<file path="src/rtl/boot_pkg.sv">
`timescale 1ns/1ps
package boot_pkg;
  localparam int MODE_W = 4;

  typedef enum logic [2:0] {
    S_LATCH, S_COUNT, S_ADDR, S_DATA, S_WRITE, S_DONE, S_IDLE
  } boot_state_e;

  // 0 and 8: no load
  function automatic logic mode_is_normal(input logic [MODE_W-1:0] m);
    return m[2:0] == 3'b000;
  endfunction

  function automatic logic mode_is_host(input logic [MODE_W-1:0] m);
    return m[2];
  endfunction
endpackage

</file>
<file path="src/rtl/boot_mode_reg.sv">
`timescale 1ns/1ps
module boot_mode_reg #(
  parameter int W = 4
) (
  input  logic         clk_i,
  input  logic         rst_ni,
  input  logic         load_i,
  input  logic [W-1:0] pins_i,
  output logic [W-1:0] mode_o
);
  for (genvar g = 0; g < W; g++) begin : g_bit
    always_ff @(posedge clk_i or negedge rst_ni) begin
      if (!rst_ni)     mode_o[g] <= 1'b0;
      else if (load_i) mode_o[g] <= pins_i[g];
    end
  end
endmodule

</file>
<file path="src/rtl/boot_byte_packer.sv">
`timescale 1ns/1ps
module boot_byte_packer #(
  parameter int BYTE_W = 8,
  parameter int WORD_W = 24
) (
  input  logic              clk_i,
  input  logic              rst_ni,
  input  logic              take_i,
  input  logic [BYTE_W-1:0] byte_i,
  output logic [WORD_W-1:0] word_o,
  output logic              full_o
);
  localparam int LANES = WORD_W / BYTE_W;
  localparam int IDX_W = (LANES > 1) ? $clog2(LANES) : 1;
  localparam logic [IDX_W-1:0] LAST = IDX_W'(LANES - 1);

  logic [IDX_W-1:0]             idx_q;
  logic [LANES-1:0][BYTE_W-1:0] lane_q;

  for (genvar g = 0; g < LANES; g++) begin : g_lane
    always_ff @(posedge clk_i or negedge rst_ni) begin
      if (!rst_ni)                            lane_q[g] <= '0;
      else if (take_i && idx_q == IDX_W'(g))  lane_q[g] <= byte_i;
    end
  end

  always_ff @(posedge clk_i or negedge rst_ni) begin
    if (!rst_ni) begin
      idx_q  <= '0;
      full_o <= 1'b0;
    end else begin
      full_o <= take_i && idx_q == LAST;
      if (take_i) idx_q <= (idx_q == LAST) ? '0 : idx_q + 1'b1;
    end
  end

  assign word_o = lane_q;
endmodule

</file>
<file path="src/rtl/boot_ctrl.sv">
`timescale 1ns/1ps
module boot_ctrl
  import boot_pkg::*;
#(
  parameter int WORD_W = 24
) (
  input  logic              clk_i,
  input  logic              rst_ni,
  input  logic [MODE_W-1:0] pins_i,
  input  logic [MODE_W-1:0] mode_i,
  input  logic              host_flag_i,
  input  logic              full_i,
  input  logic [WORD_W-1:0] word_i,
  output logic              latch_o,
  output logic              ready_o,
  output logic [WORD_W-1:0] mem_addr_o,
  output logic [WORD_W-1:0] mem_data_o,
  output logic              mem_we_o,
  output logic              busy_o,
  output logic              done_o,
  output logic [WORD_W-1:0] jump_o
);
  boot_state_e       state_q;
  logic [WORD_W-1:0] cnt_q, addr_q;
  logic              loading, stop;

  assign loading = state_q inside {S_COUNT, S_ADDR, S_DATA};
  assign stop    = mode_is_host(mode_i) && host_flag_i;
  assign ready_o = loading && !full_i && !stop;
  assign latch_o = state_q == S_LATCH;
  assign busy_o  = !(state_q inside {S_DONE, S_IDLE});
  assign done_o  = state_q == S_DONE;

  always_ff @(posedge clk_i or negedge rst_ni) begin
    if (!rst_ni) begin
      state_q    <= S_LATCH;
      cnt_q      <= '0;
      addr_q     <= '0;
      jump_o     <= '0;
      mem_addr_o <= '0;
      mem_data_o <= '0;
      mem_we_o   <= 1'b0;
    end else begin
      mem_we_o <= 1'b0;
      unique case (state_q)
        S_LATCH: state_q <= mode_is_normal(pins_i) ? S_DONE : S_COUNT;
        S_COUNT, S_ADDR, S_DATA, S_WRITE: begin
          if (stop) begin
            state_q <= S_DONE;
          end else if (state_q == S_WRITE) begin
            state_q <= (cnt_q == '0) ? S_DONE : S_DATA;
          end else if (full_i) begin
            if (state_q == S_COUNT) begin
              cnt_q   <= word_i;
              state_q <= S_ADDR;
            end else if (state_q == S_ADDR) begin
              addr_q  <= word_i;
              jump_o  <= word_i;
              state_q <= (cnt_q == '0) ? S_DONE : S_DATA;
            end else begin
              mem_we_o   <= 1'b1;
              mem_addr_o <= addr_q;
              mem_data_o <= word_i;
              addr_q     <= addr_q + 1'b1;
              cnt_q      <= cnt_q - 1'b1;
              state_q    <= S_WRITE;
            end
          end
        end
        S_DONE:  state_q <= S_IDLE;
        default: state_q <= S_IDLE;
      endcase
    end
  end
endmodule

</file>
<file path="src/rtl/boot_loader.sv">
`timescale 1ns/1ps
module boot_loader
  import boot_pkg::*;
#(
  parameter int BYTE_W = 8,
  parameter int WORD_W = 24
) (
  input  logic              clk_i,
  input  logic              rst_ni,
  input  logic [3:0]        mode_pins_i,
  input  logic              host_flag_i,
  input  logic [BYTE_W-1:0] byte_i,
  input  logic              byte_valid_i,
  output logic              byte_ready_o,
  output logic [WORD_W-1:0] mem_addr_o,
  output logic [WORD_W-1:0] mem_data_o,
  output logic              mem_we_o,
  output logic [3:0]        mode_o,
  output logic              busy_o,
  output logic              done_o,
  output logic [WORD_W-1:0] jump_addr_o
);
  logic              latch, full, take;
  logic [WORD_W-1:0] word;

  assign take = byte_valid_i && byte_ready_o;

  boot_mode_reg #(.W(MODE_W)) i_mode (
    .clk_i, .rst_ni, .load_i(latch), .pins_i(mode_pins_i), .mode_o
  );

  boot_byte_packer #(.BYTE_W(BYTE_W), .WORD_W(WORD_W)) i_pack (
    .clk_i, .rst_ni, .take_i(take), .byte_i, .word_o(word), .full_o(full)
  );

  boot_ctrl #(.WORD_W(WORD_W)) i_ctrl (
    .clk_i, .rst_ni, .pins_i(mode_pins_i), .mode_i(mode_o),
    .host_flag_i, .full_i(full), .word_i(word), .latch_o(latch),
    .ready_o(byte_ready_o), .mem_addr_o, .mem_data_o, .mem_we_o,
    .busy_o, .done_o, .jump_o(jump_addr_o)
  );
endmodule

</file>
<file path="config.mk">
export PLATFORM = sky130hd
export DESIGN_NAME = boot_loader
export DESIGN_NICKNAME = d
export VERILOG_FILES = /design/src/rtl/boot_pkg.sv /design/src/rtl/boot_mode_reg.sv /design/src/rtl/boot_byte_packer.sv /design/src/rtl/boot_ctrl.sv /design/src/rtl/boot_loader.sv
export SDC_FILE = /design/constraint.sdc
export NUM_CORES = 1
export LEC_CHECK = 0
export CORE_MARGIN = 4
export CORE_UTILIZATION = 30
export CTS_BUF_LIST = sky130_fd_sc_hd__clkbuf_4 sky130_fd_sc_hd__clkbuf_8
export CTS_CLUSTER_SIZE = 14
export DETAILED_ROUTE_END_ITERATION = 7
export SYNTH_ARGS = -nofsm -noshare
export SYNTH_HDL_FRONTEND = slang
export SYNTH_HIERARCHICAL = 1
export SYNTH_SLANG_ARGS = --single-unit
export TNS_END_PERCENT = 50
</file>
<file path="constraint.sdc">
create_clock -name clk_i -period 4.1 [get_ports clk_i]
set_clock_uncertainty 0.05 [all_clocks]
set_input_delay 0.41 -clock clk_i [delete_from_list [all_inputs] [get_ports clk_i]]
set_output_delay 0.41 -clock clk_i [all_outputs]
set_load 0.01 [all_outputs]
</file>
==> metrics list <==
- The run finished with clean final reports.
- Critical path depth in cells: 7
* Endpoint class of the critical path: register
- At the worst endpoint, the required time is 4.39 ns.
- Remaining antenna violation count: 0
- The share of synthesized area in the top cell type comes to 0.542.
- In the final layout, the multi-input gates occupy 3070 um^2.
* Crit path cell chain: inv_1, ha_1, nor4b_2, nand4_1, or4_4, a41oi_2, nand2_1
- Initial antenna violation count: 0
- The cell sitting at the root of the clock tree is a sky130_fd_sc_hd__clkbuf_8.
* Routed wire length: 19900 um
- Headroom to the max-slew limit came out at 0.394.
* Average wire length per cell after detail routing: 16.8 um
- Unrepaired setup endpoints after global routing: false
- The hold violation count in the final report came to 0.
* Fillcell total: 2370
* CP Max Fanout: 7
* Total power: 6.42 mW
* Worst hold margin: 0.0150 ns
- # rows: 56
* Async SR Flop Fraction: 1.00
* Number of buffer cells added on primary ports: 95
- Share of post-route cells with drive strength above 1: 0.107
- Cell taking the most area after synthesis: sky130_fd_sc_hd__dfrtp_1
- In this run, the number of DRC markers left after iteration 0 of detailed routing was 626.
- Static Leak: 3.90 nW
* Height of the die: 162 um
- Met1 usage: 0.213
- Peak supply drop: 0.335 mV
* CP delay by family, top: simple AND/OR/NAND/NOR gates
- The longest clock path from root to sink contains 2 buffers.
- Clock tree from TritonCTS: done
- Clock latency on the worst-skew pair, taken at its later pin, is 0.46 ns.
- Synthesis inferred 155 register bits.
- Count of different cell masters after synthesis: 59
* Standard cell core area: 23500 um^2
- For this design, the slowest cell found on the critical path is sky130_fd_sc_hd__or4_4.
* Synthesis Warnings: 6
* Sum of overflow across all layers after global routing: 0
- In the final design database the tool counted 878 nets.
- Overall die width: 162 um
* Most used DFF post-synth: sky130_fd_sc_hd__dfrtp_1
- Routability Congestion: 0.853
- Setup CP Type: register to register
- For the worst flop-to-flop path, the logic depth is 7.
- After routing, the total negative slack on setup checks comes to 0 ns.
- CP arrival: 2.89 ns
- For this run, global-route usage on met2 was measured as 0.239.
* Fin crit period: 2.61 ns
- Top cells by area in the synthesized netlist: sky130_fd_sc_hd__dfrtp_1 54%, sky130_fd_sc_hd__nand2_1 13%, sky130_fd_sc_hd__mux2_2 4.6%
- Once the clock tree was built, the setup fixing pass inserted 0 buffers.
- Synthesized area per cell: 9.19 um^2
* Via count of the first global-routing pass: 5710
* Number of top-level design ports: 96
- Pin count of the biggest net entering global routing: 99
* CTS buffer count: 17
- Mapped cell area: 7160 um^2
- For this design the ratio of total power to cell area is 726 nW/um^2.
* Min-Delay Path Class: input pin to asynchronous set/reset pin
- Commonest non-fill, non-tap cells in the layout: 241 x sky130_fd_sc_hd__nand2_1, 155 x sky130_fd_sc_hd__dfrtp_1, 94 x sky130_fd_sc_hd__clkdlybuf4s50_1, 49 x sky130_fd_sc_hd__a21oi_1, 41 x sky130_fd_sc_hd__nor2_1
* Total global-route track usage: 0.153
- Post-cts hold buffer count: 0
* Most heavily used metal layer in global routing: met2
- Die outline area: 26400 um^2
- HPWL after detailed placement: 14000 um
- Stage delay of the slowest cell on the critical path: 0.56 ns
- Wire length of the first global-routing pass: 32100 um
* Post-cts repair resize count: 0
* H-tree depth reported by CTS: 4
* Net Count, Synth: 797
- Sum of buffers and inverters on the critical path: 1
- The number of max-slew violations in the final report was 0.
* Sequential Area: 3880 um^2
- For met3 alone, demand over resource in global routing was 0.0354.
- Most frequent standard cell in the layout excluding fill and tap cells: sky130_fd_sc_hd__nand2_1
- Relative to the synthesized area, the layout overhead comes to 23.6%.
- DRC violation count after routing: 0
* Number of enable flip-flop cells after synthesis: 0
* Slew at the pin closest to its max-slew limit: 0.909 ns
- Count of clock tree sinks: 155
* Portion of the clock cycle consumed by the worst path in the final layout: 0.635
* Cell count after synthesis: 779
- Initial Util: 0.305
- Vias after detailed routing: 5942
- Static timing analysis puts the maximum clock frequency at 0.384 GHz.
- Max Cap Viol: 0
- After detailed routing, the number of vias per cell comes to 5.00.
- CP startpoint kind: register
- 0 antenna diodes ended up in the layout.
- The share of the Yosys chip area taken by registers is 0.542.
- After clock tree synthesis, the clock-pin slew on the worst setup and hold paths is 0.08 ns.
- Pre-Repair DR Iteration Count: 5
- Setup violations remaining at the end of the flow were counted as 0.
registers in the layout, summed over array words and instances (netlist names):
name,cells
i_ctrl/addr_q,24
i_mode/mode_o,4
i_pack/idx_q,2
i_ctrl/jump_o,24
i_ctrl/mem_data_o,24
i_ctrl/mem_addr_o,24
i_pack/full_o,1
i_ctrl/cnt_q,24
i_ctrl/state_q,3
i_ctrl/mem_we_o,1
i_pack/word_o,24
routing by layer:
layer / up-vias / wire length (um)
li1: 2870 / -
met1: 2893 / 9330
met2: 157 / 9170
met3: 22 / 1110
met4: 0 / 327
met5: - / 0
synthesized netlist by cell type (4+ instances only):
library cell	number
sky130_fd_sc_hd__a22oi_1	4
sky130_fd_sc_hd__nor3_1	20
sky130_fd_sc_hd__o21ai_0	29
sky130_fd_sc_hd__nor2b_1	4
sky130_fd_sc_hd__inv_1	9
sky130_fd_sc_hd__o22a_1	6
sky130_fd_sc_hd__o211ai_1	9
sky130_fd_sc_hd__a2bb2oi_1	6
sky130_fd_sc_hd__and4_1	5
sky130_fd_sc_hd__nand3_1	24
sky130_fd_sc_hd__o22ai_1	11
sky130_fd_sc_hd__mux2_2	29
sky130_fd_sc_hd__clkbuf_1	41
sky130_fd_sc_hd__nand4_1	9
sky130_fd_sc_hd__nor2_1	41
sky130_fd_sc_hd__a31oi_1	10
sky130_fd_sc_hd__a21oi_1	49
sky130_fd_sc_hd__nor4_1	7
sky130_fd_sc_hd__dfrtp_1	155
sky130_fd_sc_hd__and3_1	7
sky130_fd_sc_hd__nand2b_1	5
sky130_fd_sc_hd__nand2_1	242
cells by family after synthesis:
| logic type | after synthesis | share of synthesized area |
|---|---|---|
| AND/OR/NAND/NOR | 392 | 0.248 |
| AO/OA/AOI/OAI | 147 | 0.130 |
| multiplexers | 29 | 0.0456 |
| buffers and inverters | 54 | 0.0304 |
| flip-flops | 155 | 0.542 |
| adder cells (fa/ha/maj) | 2 | 0.00350 |
per-stage QoR:
stage,area (um^2),std cells,util,setup WS (ns)
2_1_floorplan,7160,779,-,1.78
3_3_place_gp,8450,1160,0.360,1.51
3_5_place_dp,8450,1160,0.360,1.50
4_1_cts,8840,1189,0.377,1.49
5_1_grt,8840,1189,0.377,1.36
6_report,8840,1189,0.377,1.49
final cells by class:
type                            instances  share of cell area
Clock inverter                          8              0.0136
Multi-Input combinational cell        570               0.347
Clock buffer                           21              0.0313
Inverter                                9             0.00382
Timing Repair Buffer                  107               0.121
Sequential cell                       155               0.439
Tap cell                              319              0.0451
worst paths after layout:
check                                startpoint                     to  slack (ns)
max in group asynchronous                rst_ni  i_ctrl/mem_addr_o[21]        3.17
min in group clk_i         i_ctrl/mem_addr_o[9]   i_ctrl/mem_addr_o[9]        0.43
min reg2reg                i_ctrl/mem_addr_o[9]   i_ctrl/mem_addr_o[9]        0.43
max reg2reg                     i_ctrl/cnt_q[0]      i_ctrl/state_q[1]        1.49
max                             i_ctrl/cnt_q[0]      i_ctrl/state_q[1]        1.49
min                                      rst_ni       i_ctrl/cnt_q[12]        0.01
where the power goes:
| part | total (mW) | internal (mW) | switching, mW |
|---|---|---|---|
| Clock | 1.19 | 0.634 | 0.553 |
| Combinational | 2.34 | 1.21 | 1.14 |
| Sequential | 2.88 | 2.14 | 0.745 |
| Total | 6.42 | 3.98 | 2.43 |
worst reg2reg max path, cell delays in order (launching register included):
cell	delay [ns]
sky130_fd_sc_hd__dfrtp_1	0.40
sky130_fd_sc_hd__inv_1	0.10
sky130_fd_sc_hd__ha_1	0.21
sky130_fd_sc_hd__nor4b_2	0.48
sky130_fd_sc_hd__nand4_1	0.43
sky130_fd_sc_hd__or4_4	0.56
sky130_fd_sc_hd__a41oi_2	0.20
sky130_fd_sc_hd__nand2_1	0.07
(Power assumes the default switching activity.)
